--- src/rtl/tmr_irq_pkg.sv ---
package tmr_irq_pkg;

    localparam int MAXCH = 4;
    localparam int FW    = 16;

    localparam int F_ARRM  = 0;
    localparam int F_TRIG  = 1;
    localparam int F_UPD   = 2;
    localparam int F_DUP   = 3;
    localparam int F_DDN   = 4;
    localparam int F_CMP0  = 5;
    localparam int F_CWOK0 = 9;
    localparam int F_AWOK  = 13;
    localparam int F_RWOK  = 14;
    localparam int F_IWOK  = 15;

    typedef logic [FW-1:0] flag_vec_t;

    function automatic flag_vec_t impl_mask(input int nch);
        flag_vec_t m;
        m = '1;
        for (int k = 0; k < MAXCH; k++) begin
            if (k >= nch) begin
                m[F_CMP0 + k]  = 1'b0;
                m[F_CWOK0 + k] = 1'b0;
            end
        end
        return m;
    endfunction

endpackage

--- src/rtl/tmr_irq_event_map.sv ---
module tmr_irq_event_map
    import tmr_irq_pkg::*;
#(
    parameter int NCH = 4
) (
    input  logic [MAXCH-1:0] ev_cmp_match,
    input  logic [MAXCH-1:0] ch_is_out,
    input  logic             ev_arr_match,
    input  logic             ev_trig_edge,
    input  logic             tmr_running,
    input  logic             enc_mode,
    input  logic             ev_dir_up,
    input  logic             ev_dir_down,
    input  logic             ev_update,
    input  logic [MAXCH-1:0] wdone_cmp,
    input  logic             wdone_arr,
    input  logic             wdone_rep,
    input  logic             wdone_ien,
    output flag_vec_t        set_vec
);

    logic [MAXCH-1:0] cmp_set;
    logic [MAXCH-1:0] cwok_set;

    for (genvar k = 0; k < MAXCH; k++) begin : g_ch
        if (k < NCH) begin : g_live
            assign cmp_set[k]  = ev_cmp_match[k] & ch_is_out[k];
            assign cwok_set[k] = wdone_cmp[k];
        end else begin : g_absent
            assign cmp_set[k]  = 1'b0;
            assign cwok_set[k] = 1'b0;
        end
    end

    always_comb begin
        set_vec         = '0;
        set_vec[F_ARRM] = ev_arr_match;
        set_vec[F_TRIG] = ev_trig_edge & ~tmr_running;
        set_vec[F_UPD]  = ev_update;
        set_vec[F_DUP]  = ev_dir_up & enc_mode;
        set_vec[F_DDN]  = ev_dir_down & enc_mode;
        set_vec[F_CMP0 +: MAXCH]  = cmp_set;
        set_vec[F_CWOK0 +: MAXCH] = cwok_set;
        set_vec[F_AWOK] = wdone_arr;
        set_vec[F_RWOK] = wdone_rep;
        set_vec[F_IWOK] = wdone_ien;
    end

endmodule

--- src/rtl/tmr_irq_flag_reg.sv ---
module tmr_irq_flag_reg
    import tmr_irq_pkg::*;
#(
    parameter int NCH = 4
) (
    input  logic      clk,
    input  logic      rst_n,
    input  flag_vec_t set_vec,
    input  logic      clr_we,
    input  flag_vec_t clr_wdata,
    input  logic      arr_write,
    output flag_vec_t flags_q
);

    localparam flag_vec_t IMPL = impl_mask(NCH);

    typedef struct packed {
        flag_vec_t flags;
    } fstate_t;

    fstate_t   st_d, st_q;
    flag_vec_t clr_mask;

    always_comb begin
        clr_mask = clr_we ? clr_wdata : '0;
        if (arr_write) clr_mask[F_UPD] = 1'b1;
        st_d.flags = ((st_q.flags & ~clr_mask) | set_vec) & IMPL;
    end

    always_ff @(posedge clk or negedge rst_n) begin
        if (!rst_n) st_q <= '0;
        else        st_q <= st_d;
    end

    assign flags_q = st_q.flags;

    assert_set_wins_R9: assert property (@(posedge clk) disable iff (!rst_n)
        (set_vec != '0) |=> ((flags_q & $past(set_vec & IMPL)) == $past(set_vec & IMPL)))
        else $error("set pulse lost");

    assert_w1c_R8: assert property (@(posedge clk) disable iff (!rst_n)
        clr_we |=> ((flags_q & $past(clr_wdata & ~set_vec)) == '0))
        else $error("write-1 clear ignored");

    assert_upd_hwclr_R6: assert property (@(posedge clk) disable iff (!rst_n)
        (arr_write && !set_vec[F_UPD]) |=> !flags_q[F_UPD])
        else $error("update flag not cleared by reload write");

    assert_hold_R12: assert property (@(posedge clk) disable iff (!rst_n)
        (!clr_we && !arr_write && set_vec == '0) |=> $stable(flags_q))
        else $error("flags changed without cause");

endmodule

--- src/rtl/tmr_irq_gate.sv ---
module tmr_irq_gate
    import tmr_irq_pkg::*;
#(
    parameter int NCH = 4
) (
    input  logic      clk,
    input  logic      rst_n,
    input  logic      ien_we,
    input  flag_vec_t ien_wdata,
    input  flag_vec_t flags_q,
    output flag_vec_t ien_q,
    output logic      irq
);

    localparam flag_vec_t IMPL = impl_mask(NCH);

    typedef struct packed {
        flag_vec_t ien;
    } gstate_t;

    gstate_t st_d, st_q;

    always_comb begin
        st_d = st_q;
        if (ien_we) st_d.ien = ien_wdata & IMPL;
    end

    always_ff @(posedge clk or negedge rst_n) begin
        if (!rst_n) st_q <= '0;
        else        st_q <= st_d;
    end

    assign ien_q = st_q.ien;
    assign irq   = |(flags_q & st_q.ien);

    assert_irq_source_R11: assert property (@(posedge clk) disable iff (!rst_n)
        irq |-> (flags_q != '0 && ien_q != '0))
        else $error("irq without enabled flag");

    assert_ien_load_R11: assert property (@(posedge clk) disable iff (!rst_n)
        ien_we |=> (ien_q == $past(ien_wdata & IMPL)))
        else $error("enable word not loaded");

endmodule

--- src/rtl/tmr_irq_flags.sv ---
module tmr_irq_flags
    import tmr_irq_pkg::*;
#(
    parameter int NCH = 4
) (
    input  logic        clk,
    input  logic        rst_n,
    input  logic [3:0]  ev_cmp_match,
    input  logic [3:0]  ch_is_out,
    input  logic        ev_arr_match,
    input  logic        ev_trig_edge,
    input  logic        tmr_running,
    input  logic        enc_mode,
    input  logic        ev_dir_up,
    input  logic        ev_dir_down,
    input  logic        ev_update,
    input  logic [3:0]  wdone_cmp,
    input  logic        wdone_arr,
    input  logic        wdone_rep,
    input  logic        wdone_ien,
    input  logic        arr_write,
    input  logic        clr_we,
    input  logic [15:0] clr_wdata,
    input  logic        ien_we,
    input  logic [15:0] ien_wdata,
    output logic [15:0] rd_flags,
    output logic [15:0] rd_ien,
    output logic        irq
);

    localparam flag_vec_t IMPL = impl_mask(NCH);

    flag_vec_t set_vec;
    flag_vec_t flags_q;
    flag_vec_t ien_q;

    tmr_irq_event_map #(.NCH(NCH)) u_map (
        .ev_cmp_match (ev_cmp_match),
        .ch_is_out    (ch_is_out),
        .ev_arr_match (ev_arr_match),
        .ev_trig_edge (ev_trig_edge),
        .tmr_running  (tmr_running),
        .enc_mode     (enc_mode),
        .ev_dir_up    (ev_dir_up),
        .ev_dir_down  (ev_dir_down),
        .ev_update    (ev_update),
        .wdone_cmp    (wdone_cmp),
        .wdone_arr    (wdone_arr),
        .wdone_rep    (wdone_rep),
        .wdone_ien    (wdone_ien),
        .set_vec      (set_vec)
    );

    tmr_irq_flag_reg #(.NCH(NCH)) u_flags (
        .clk       (clk),
        .rst_n     (rst_n),
        .set_vec   (set_vec),
        .clr_we    (clr_we),
        .clr_wdata (clr_wdata),
        .arr_write (arr_write),
        .flags_q   (flags_q)
    );

    tmr_irq_gate #(.NCH(NCH)) u_gate (
        .clk       (clk),
        .rst_n     (rst_n),
        .ien_we    (ien_we),
        .ien_wdata (ien_wdata),
        .flags_q   (flags_q),
        .ien_q     (ien_q),
        .irq       (irq)
    );

    assign rd_flags = flags_q;
    assign rd_ien   = ien_q;

    assert_trig_blocked_R4: assert property (@(posedge clk) disable iff (!rst_n)
        (ev_trig_edge && tmr_running && !rd_flags[F_TRIG]) |=> !rd_flags[F_TRIG])
        else $error("trigger flagged while running");

    assert_cmp_gate_R2: assert property (@(posedge clk) disable iff (!rst_n)
        ((rd_flags[F_CMP0 +: 4] == '0) && !(|(ev_cmp_match & ch_is_out))) |=> (rd_flags[F_CMP0 +: 4] == '0))
        else $error("compare flag set without output-mode match");

    assert_absent_zero_R10: assert property (@(posedge clk) disable iff (!rst_n)
        ((rd_flags & ~IMPL) == '0) && ((rd_ien & ~IMPL) == '0))
        else $error("unbuilt channel bit set");

endmodule

--- config.mk ---
export PLATFORM = sky130hd
export DESIGN_NAME = tmr_irq_flags
export DESIGN_NICKNAME = d
export VERILOG_FILES = /design/src/rtl/tmr_irq_pkg.sv /design/src/rtl/tmr_irq_event_map.sv /design/src/rtl/tmr_irq_flag_reg.sv /design/src/rtl/tmr_irq_gate.sv /design/src/rtl/tmr_irq_flags.sv
export SDC_FILE = /design/constraint.sdc
export NUM_CORES = 1
export LEC_CHECK = 0
export CORE_UTILIZATION = 60
export CTS_BUF_LIST = sky130_fd_sc_hd__clkbuf_16
export DETAILED_ROUTE_END_ITERATION = 6
export DONT_BUFFER_PORTS = 1
export PLACE_DENSITY = 0.76
export SYNTH_ARGS = -nofsm -noshare
export SYNTH_HDL_FRONTEND = slang
export SYNTH_SLANG_ARGS = --single-unit
--- constraint.sdc ---
create_clock -name clk -period 1.19 [get_ports clk]
set_input_delay 0.238 -clock clk [delete_from_list [all_inputs] [get_ports clk]]
set_output_delay 0.238 -clock clk [all_outputs]
set_load 0.03 [all_outputs]
# --- Yosys cells after proc, flatten, opt, wreduce, memory -nomap -nowiden ---
# Cells that the tools add are included.
word_totals:
  register_bits: 32
  inputBits: 59
op_classes:
  reduce_logical: 1
  bitwise_logic: 12
  n_mux: 2
op_table:
  columns: ["cell", "count"]
  rows:
  - ["bitwise AND 16 bit", 2]
  - ["two-way mux 16 bit", 1]
  - ["inverter 16 bit", 1]
  - ["bitwise OR 16 bit", 1]
  - ["OR reduction 16 bit", 1]
  - ["bitwise AND 1 bit", 7]
  - ["two-way mux 1 bit", 1]
  - ["inverter 1 bit", 1]

# --- Longest topological paths before layout ---
# Gate-level depths: netlist of run 1.
logic_depth:
  depth_word: 5
  depth_mapped: 5

# --- Cells and area by module ---
# A second synthesis of run 1 with hierarchy kept.
hier_totals:
  cells_unflattened: 110
  area_unflattened_um2: 1461.4
modules_own_cells:
  columns: ["mod", "cells_per_inst", "area_per_inst_um2", "instances"]
  rows:
  - ["tmr_irq_gate", 43, 725.7, 1]
  - ["tmr_irq_flag_reg", 51, 616.8, 1]
  - ["tmr_irq_event_map", 16, 118.9, 1]

# --- Worst setup path after synthesis of run 1 ---
# Ideal clock, no wire load.
synth_path:
  path_kind: "register to output"
  from: "register u_gate.st_q (netlist bit u_gate.ien_q[2])"
  to: "output irq"
  required_time_ns: 0.952
  t_arrival_ns: 1.290
  path_stages_with_launch: 4
  slack_ns: -0.338
  cell_sequence: "dfrtp_1 -> a22o_1 -> a221oi_1 -> nand4_1"
synth_between:
  elab_chain_cells: 2
synth_rtl:
  columns: ["item", "line", "text"]
  rows:
  - ["from (decl)", "tmr_irq_gate.sv:21", "gstate_t st_d, st_q;"]
  - ["from (signal assigned)", "tmr_irq_gate.sv:30", "else st_q <= st_d;"]
  - ["bitwise AND 16 bit", "tmr_irq_gate.sv:34", "assign irq = |(flags_q & st_q.ien);"]
  - ["OR reduction 16 bit", "tmr_irq_gate.sv:34", null]
  - ["to (decl)", "tmr_irq_flags.sv:28", "output logic irq"]
# Every way passes these cells.

# --- Worst setup path after layout of run 1 ---
# Ends and elaborated chain as after synthesis.

==> impl_results.md, run 1 <==
- Site Rows: 16
- Die width: 49.19 µm
- Violated checks: negative setup slack
- Buf+Inv Stages, Crit Path: 1
- Pin count of the biggest net entering global routing: 33
- Skew-Pair Late Insertion Delay: 0.27 ns
- Clock transition at path regs: 0.05 ns
- Drt wl/cell: 23.72 µm
- Finished Layout Cells: 163
- Synth cell types: 15
- Met2 usage: 0.5342
- Via Count: 1019
- Gr usage total: 0.3154
- Peak VDD IR: 1.473 mV
- Multi-input logic area: 509.2 µm²
- Post-synthesis instance area: 1336 µm²
- Die area: 2420 µm²
- Layout cells sized above 1: 0.5368
- Core Region: 2022 µm²
- Adder-Cell Fraction of Synth Area: 0
- Via/cell ratio: 6.252
- Status: finished, violations left
- Max Fclk: 0.5996 GHz
- Global route hottest layer: met2
- Main synth FF type: dfrtp_1
- Sequential Power Share: 0.412
- Final setup fails: 1
- Ys async rst share: 1.000
- Ys Warns: 0
- Setup crit start kind: flop
- Clk sinks: 32
- Synth area leaders: dfrtp_1, mux2_4, a22o_1, mux2_2, nand2_1
- Yosys top cell by area: dfrtp_1
- Psw: 865.9 µW
- Tmin final: 1.668 ns
- Syn_area_per_cell: 13.92 µm²
- Final Max Tran Viols: 0
- Combinational group share of total power: 0.213
- Arrival @ worst endpoint: 1.43 ns
- First-pass GRT wire length: 5237 µm
- # fillers: 94
- Detailed router's first-iteration violation count: 43
- Cell Chain, Critical Path: a22o_1 -> a221oi_2 -> nand4_1 -> buf_6
- DR DRC count: 0
- H-tree depth: 2
- Synth top area share: 0.5993
- Die Ht: 49.19 µm
- Synth cell count leaders: dfrtp_1, nand2_1, a22o_1, mux2_4, a21o_1
- CTS tree: done
- Inserted Diodes: 0
- Mux cell area share after synthesis: 0.1629
- Starting Density: 0.6609
- Slew Limit Headroom: 0.8075
- WL final: 3866 µm
- Total power draw: 3094 µW
- Crit path kind: flop to primary output
- Worst path max stage delay: 0.40 ns
- Met3 usage: 0.09969
- Leakage: 0.0008456 µW
- Post-synth EDFFs: 0
- Fin crit share: 1.402
- Part of the power in the clock network: 0.375
- Compound-gate portion of the synthesized area: 0.1470
- Clock root cell: clkbuf_16
- I/O pin cnt: 92
- Xor and xnor fraction of the mapped netlist area: 0
- DRT Pass-1 Iters: 4
- Setup Skew: 0 ns
- Routability congestion estimate from global placement: 0.7160
- Min-Delay Path Class: primary input to flop
- Cell family with most CP delay: compound AO/OA/AOI/OAI gates
- Final worst slack: -0.4779 ns
- Top-count cell post-synth: dfrtp_1
- Switching part of the total power: 0.2798
- Hpwl dp: 2267 µm
- GR Util met1: 0.3476
- Largest family of logic cells by synthesized area: multiplexers
- Cells after synthesis: 96
- P per Cell Area: 1723 nW/µm²
- CP max FO: 2
- Initial antenna violation count: 0
- WP data required: 0.95 ns
- Number of synthesized register bits: 32
- Final hold vios: 0
- CP endpoint kind: primary output
- Net count after synthesis: 155
- Slowest-stage cell, CP: dfrtp_2
- Number of global-route vias before repair: 1061
- CTS Buf Count: 5
- RSZ-0062 raised after global routing: true
- Worst-Margin Slew: 0.2858 ns
- Internal power: 2228 µW
- Routed Antenna Nets: 0
- Max-cap violations: 0
- Simple-gate share of the synthesized area: 0.05243
- Final net count: 194
- Register area: 815.8 µm²
- Area growth syn-to-layout: 34.36%
- Dpl cells: 152
- Clock Tree Buf Depth: 2
- Sequential fraction of the synthesis area: 0.5993
- Port bufs: 0
- GRT Residual Overflow: 0
==> flip-flops by register name (all words and copies together) (netlist names) <==
register / flops
u_flags.flags_q: 16
u_gate.ien_q: 16
==> power by group through the flow <==
stage / logic [µW] / registers [µW] / clock network [µW]
detailed placement: 602 / 1280 / 0
finish: 659 / 1280 / 1160
floorplan: 199 / 1510 / 0
global placement: 594 / 1280 / 0
global route: 686 / 1290 / 1230
CTS: 640 / 1270 / 1170
==> logic make-up (layout without fill, tap and decap cells) <==
kind of cell | count (synthesis) | count (layout)
AOI/OAI and AO/OA | 24 | 24
buffers and inverters | 6 | 46
DFF | 32 | 32
muxes | 16 | 16
and+or+nand+nor | 18 | 18
==> layout make-up <==
cell class / instances / share of cell area
Sequential cell: 32 / 0.4544
Multi-Input combinational cell: 58 / 0.2836
Clock inverter: 3 / 0.006272
Timing Repair Buffer: 36 / 0.1631
Tap cell: 27 / 0.01882
Inverter: 2 / 0.004181
Clock buffer: 5 / 0.06969
==> cell usage in the layout (no fill, tap or decap), drive strengths merged <==
cell	n
a21o	8
a221oi	4
a22o	10
a31o	1
buf	35
clkbuf	5
clkinv	1
dfrtp	32
dlygate4sd3	1
inv	4
mux2	16
nand2	17
nand4	1
o21ai	1
==> path summary, 6_finish.rpt <==
path                            slack (ns)                start  cells past startpoint             endpoint
worst max-delay path                 -0.48      u_gate.ien_q[2]                      4                  irq
worst min-delay path                  0.06            wdone_rep                      1  u_flags.flags_q[14]
worst max register to register        0.16   u_flags.flags_q[2]                      3   u_flags.flags_q[2]
worst min register to register        0.66  u_flags.flags_q[11]                      2  u_flags.flags_q[11]
max in group asynchronous             0.53                rst_n                      2   u_flags.flags_q[0]
min in group asynchronous             0.47                rst_n                      2      u_gate.ien_q[8]
==> repair_timing <==
action                     4_1_cts  5_1_grt
pin swaps                        2        2
setup endpoints to repair        1        1
hold endpoints to repair        32        0
hold buffers                     2        0
resized for setup                1        1
gates cloned                     0        0
buffers inserted                 0        1
==> metal layers <==
metal / wire length, µm / part of all wire
met3: 433 / 0.11
met4: 99 / 0.026
met2: 1933 / 0.50
met5: 0 / 0
met1: 1399 / 0.36
==> stage by stage <==
stage	worst slack [ns]	hold slack, ns	TNS (ns)	cell area (µm²)	utilization
3_3_place_gp	-0.1715	-0.05699	-0.1715	1614	0.7983
4_1_cts	-0.4818	0.05326	-0.4818	1784	0.8824
3_5_place_dp	-0.1924	-0.05689	-0.1924	1614	0.7983
5_1_grt	-0.5495	0.05408	-0.5574	1795	0.8880
6_report	-0.4779	0.05601	-0.4779	1795	0.8880
2_1_floorplan	-0.2610	-0.05759	-0.2610	1376	-
==> worst reg2reg max path, stage by stage, from the launching register on <==
cell     delay (ns)
dfrtp_2        0.40
buf_4          0.13
buf_6          0.13
a31o_2         0.25
(Power assumes the default switching activity.)
==> inputs of run 2 (changes only) <==
--- a/config.mk
+++ b/config.mk
@@ -5,11 +5,11 @@
 export SDC_FILE = /design/constraint.sdc
 export NUM_CORES = 1
 export LEC_CHECK = 0
-export CORE_UTILIZATION = 60
+export BUFFER_PORTS_ARGS = -buffer_cell sky130_fd_sc_hd__buf_2
+export CORE_UTILIZATION = 40
 export CTS_BUF_LIST = sky130_fd_sc_hd__clkbuf_16
 export DETAILED_ROUTE_END_ITERATION = 6
-export DONT_BUFFER_PORTS = 1
-export PLACE_DENSITY = 0.76
+export PLACE_DENSITY = 0.78
 export SYNTH_ARGS = -nofsm -noshare
 export SYNTH_HDL_FRONTEND = slang
 export SYNTH_SLANG_ARGS = --single-unit
==> impl_results.md, run 2 (same netlist as run 1, synthesis figures left out) <==
- Commonest non-fill, non-tap cell in the layout: buf_2 (was buf_4)
- Internal power: 2515 µW (was 2228 µW)
- Final worst slack: -0.6202 ns (was -0.4779 ns)
- Drt wl/cell: 20.85 µm (was 23.72 µm)
- Final setup fails: 7 (was 1)
- Max-cap violations: 0 (unchanged)
- Cells on Worst Hold Path: 2 (was 1)
- Worst reg2reg path startpoint: u_flags.flags_q[2] (unchanged)
- Leakage: 0.001281 µW (was 0.0008456 µW)
- CTS tree: done (unchanged)
- Worst-Margin Slew: 0.3478 ns (was 0.2858 ns)
- Inserted Diodes: 0 (unchanged)
- H-tree depth: 2 (unchanged)
- WL final: 5589 µm (was 3866 µm)
- Hpwl dp: 2986 µm (was 2267 µm)
- Placed Area: 2093 µm² (was 1614 µm²)
- Die width: 59.80 µm (was 49.19 µm)
- Routed Antenna Nets: 0 (unchanged)
- Routability congestion estimate from global placement: 0.7256 (was 0.7160)
- Min-Delay Endpoint: u_flags.flags_q[15] (was u_flags.flags_q[14])
- Combinational group share of total power: 0.294 (was 0.213)
- Clock transition at path regs: 0.05 ns (about the same)
- R2R setup slack: 0.21 ns (was 0.16 ns)
- RSZ-0062 raised after global routing: true (unchanged)
- Detailed router's first-iteration violation count: 66 (was 43)
- GRT Residual Overflow: 0 (unchanged)
- Starting Density: 0.4306 (was 0.6609)
- R2R depth: 3 (unchanged)
- Violated checks: negative setup slack (unchanged)
- Pin count of the biggest net entering global routing: 33 (unchanged)
- Max Fclk: 0.5524 GHz (was 0.5996 GHz)
- Psw: 1064 µW (was 865.9 µW)
- HP Start: wdone_ien (was wdone_rep)
- Arrival @ worst endpoint: 1.57 ns (was 1.43 ns)
- Gr usage total: 0.2947 (was 0.3154)
- Via/cell ratio: 5.198 (was 6.252)
- Switching part of the total power: 0.2973 (was 0.2798)
- Port bufs: 91 (was 0)
- Final Max Tran Viols: 0 (unchanged)
- Site Rows: 20 (was 16)
- Layout cells sized above 1: 0.7277 (was 0.5368)
- Slew Limit Headroom: 0.7681 (was 0.8075)
- Status: finished, violations left (unchanged)
- Part of the power in the clock network: 0.340 (was 0.375)
- Sequential Power Share: 0.365 (was 0.412)
- I/O pin cnt: 92 (unchanged)
- Core Region: 3103 µm² (was 2022 µm²)
- DRT Pass-1 Iters: 4 (unchanged)
- Tmin final: 1.810 ns (was 1.668 ns)
- CTS Buf Count: 5 (unchanged)
- Clock Tree Buf Depth: 2 (unchanged)
- CP max FO: 2 (unchanged)
- P per Cell Area: 1414 nW/µm² (was 1723 nW/µm²)
- Min-Delay Path Class: primary input to flop (unchanged)
- Die area: 3576 µm² (was 2420 µm²)
- Initial antenna violation count: 0 (unchanged)
- Clock root cell: clkbuf_16 (unchanged)
- Fin crit share: 1.521 (was 1.402)
- Die Ht: 59.80 µm (was 49.19 µm)
- Crit path kind: flop to primary output (unchanged)
- Via Count: 1393 (was 1019)
- Number of global-route vias before repair: 1364 (was 1061)
- Clk sinks: 32 (unchanged)
- Most frequent cells in the layout: buf_2, buf_6, dfrtp_1, nand2_1, dfrtp_2 (was buf_4, dfrtp_1, nand2_1, dfrtp_2)
- R2r endpoint: u_flags.flags_q[2] (unchanged)
- CP endpoint kind: primary output (unchanged)
- Finished Layout Cells: 268 (was 163)
- Final hold vios: 0 (unchanged)
- Dpl cells: 257 (was 152)
- Peak VDD IR: 0.8809 mV (was 1.473 mV)
- Skew-Pair Late Insertion Delay: 0.28 ns (was 0.27 ns)
- Setup crit start kind: flop (unchanged)
- First-pass GRT wire length: 7044 µm (was 5237 µm)
- Final net count: 282 (was 194)
- Design area: 2531 µm² (was 1795 µm²)
- DR DRC count: 0 (unchanged)
- Area growth syn-to-layout: 89.42% (was 34.36%)
- Total power draw: 3579 µW (was 3094 µW)
- # fillers: 158 (was 94)
- Setup Skew: 0 ns (unchanged)
- WP data required: 0.95 ns (about the same)
-- run 2: per-layer routing --
| metal | wire length [µm] | track usage |
|---|---|---|
| met5 | 0 | 0 |
| met4 | 173 | 0.1462 |
| met3 | 323 | 0.08874 |
| met2 | 2805 | 0.5222 |
| met1 | 2287 | 0.3159 |
-- run 2: final cells by class --
class / count / area, µm² / share of cell area
Clock buffer: 5 / 125.1 / 0.04943
Clock inverter: 3 / 13.76 / 0.005437
Inverter: 2 / 7.507 / 0.002966
Multi-Input combinational cell: 58 / 509.2 / 0.2012
Sequential cell: 32 / 815.8 / 0.3223
Tap cell: 44 / 55.05 / 0.02175
Timing Repair Buffer: 124 / 1005 / 0.3969
-- run 2: power groups by stage --
| stage | logic, µW | registers [µW] | clock network [µW] |
|---|---|---|---|
| floorplan | 199 | 1510 | 0 |
| global placement | 806 | 1280 | 0 |
| detailed placement | 822 | 1290 | 0 |
| CTS | 974 | 1280 | 1220 |
| global route | 1100 | 1310 | 1280 |
| finish | 1050 | 1310 | 1220 |
-- run 2: repair_timing --
action	CTS	global route
cloned	0	0
endpoints found under the setup margin	28	25
endpoints found under the hold margin	32	0
hold buffers	1	0
buffers inserted	4	8
pin swaps	2	1
resized for setup	63	22
-- run 2: critical path, cell delays in order (launching register included) --
cell and delay [ns]:
dfrtp_2 0.41, a22o_1 0.24, a221oi_2 0.23, nand4_1 0.22, buf_6 0.19
-- run 2: how the worst max path moves through the flow --
stage | startpoint | endpoint | slack [ns] | cells after the start
final | u_flags.flags_q[5] | irq | -0.62 | 4
after global routing | u_flags.flags_q[5] | irq | -0.68 | 4
after CTS | u_gate.ien_q[4] | irq | -0.54 | 4
after detailed placement | u_flags.flags_q[4] | irq | -0.24 | 4
after global placement | u_flags.flags_q[2] | irq | -0.17 | 4
after floorplan | u_flags.flags_q[5] | irq | -0.26 | 3
-- run 2: through the flow --
step | setup TNS (ns) | hold slack, ns | util | worst slack [ns]
after detailed placement | -0.2425 | 0.2037 | 0.6746 | -0.2425
after global placement | -0.1745 | 0.1995 | 0.6746 | -0.1745
after global routing | -1.016 | 0.1438 | 0.8157 | -0.6797
final | -0.8574 | 0.1429 | 0.8157 | -0.6202
after CTS | -0.5490 | 0.1277 | 0.7875 | -0.5401
after floorplan | -0.2610 | -0.05759 | - | -0.2610
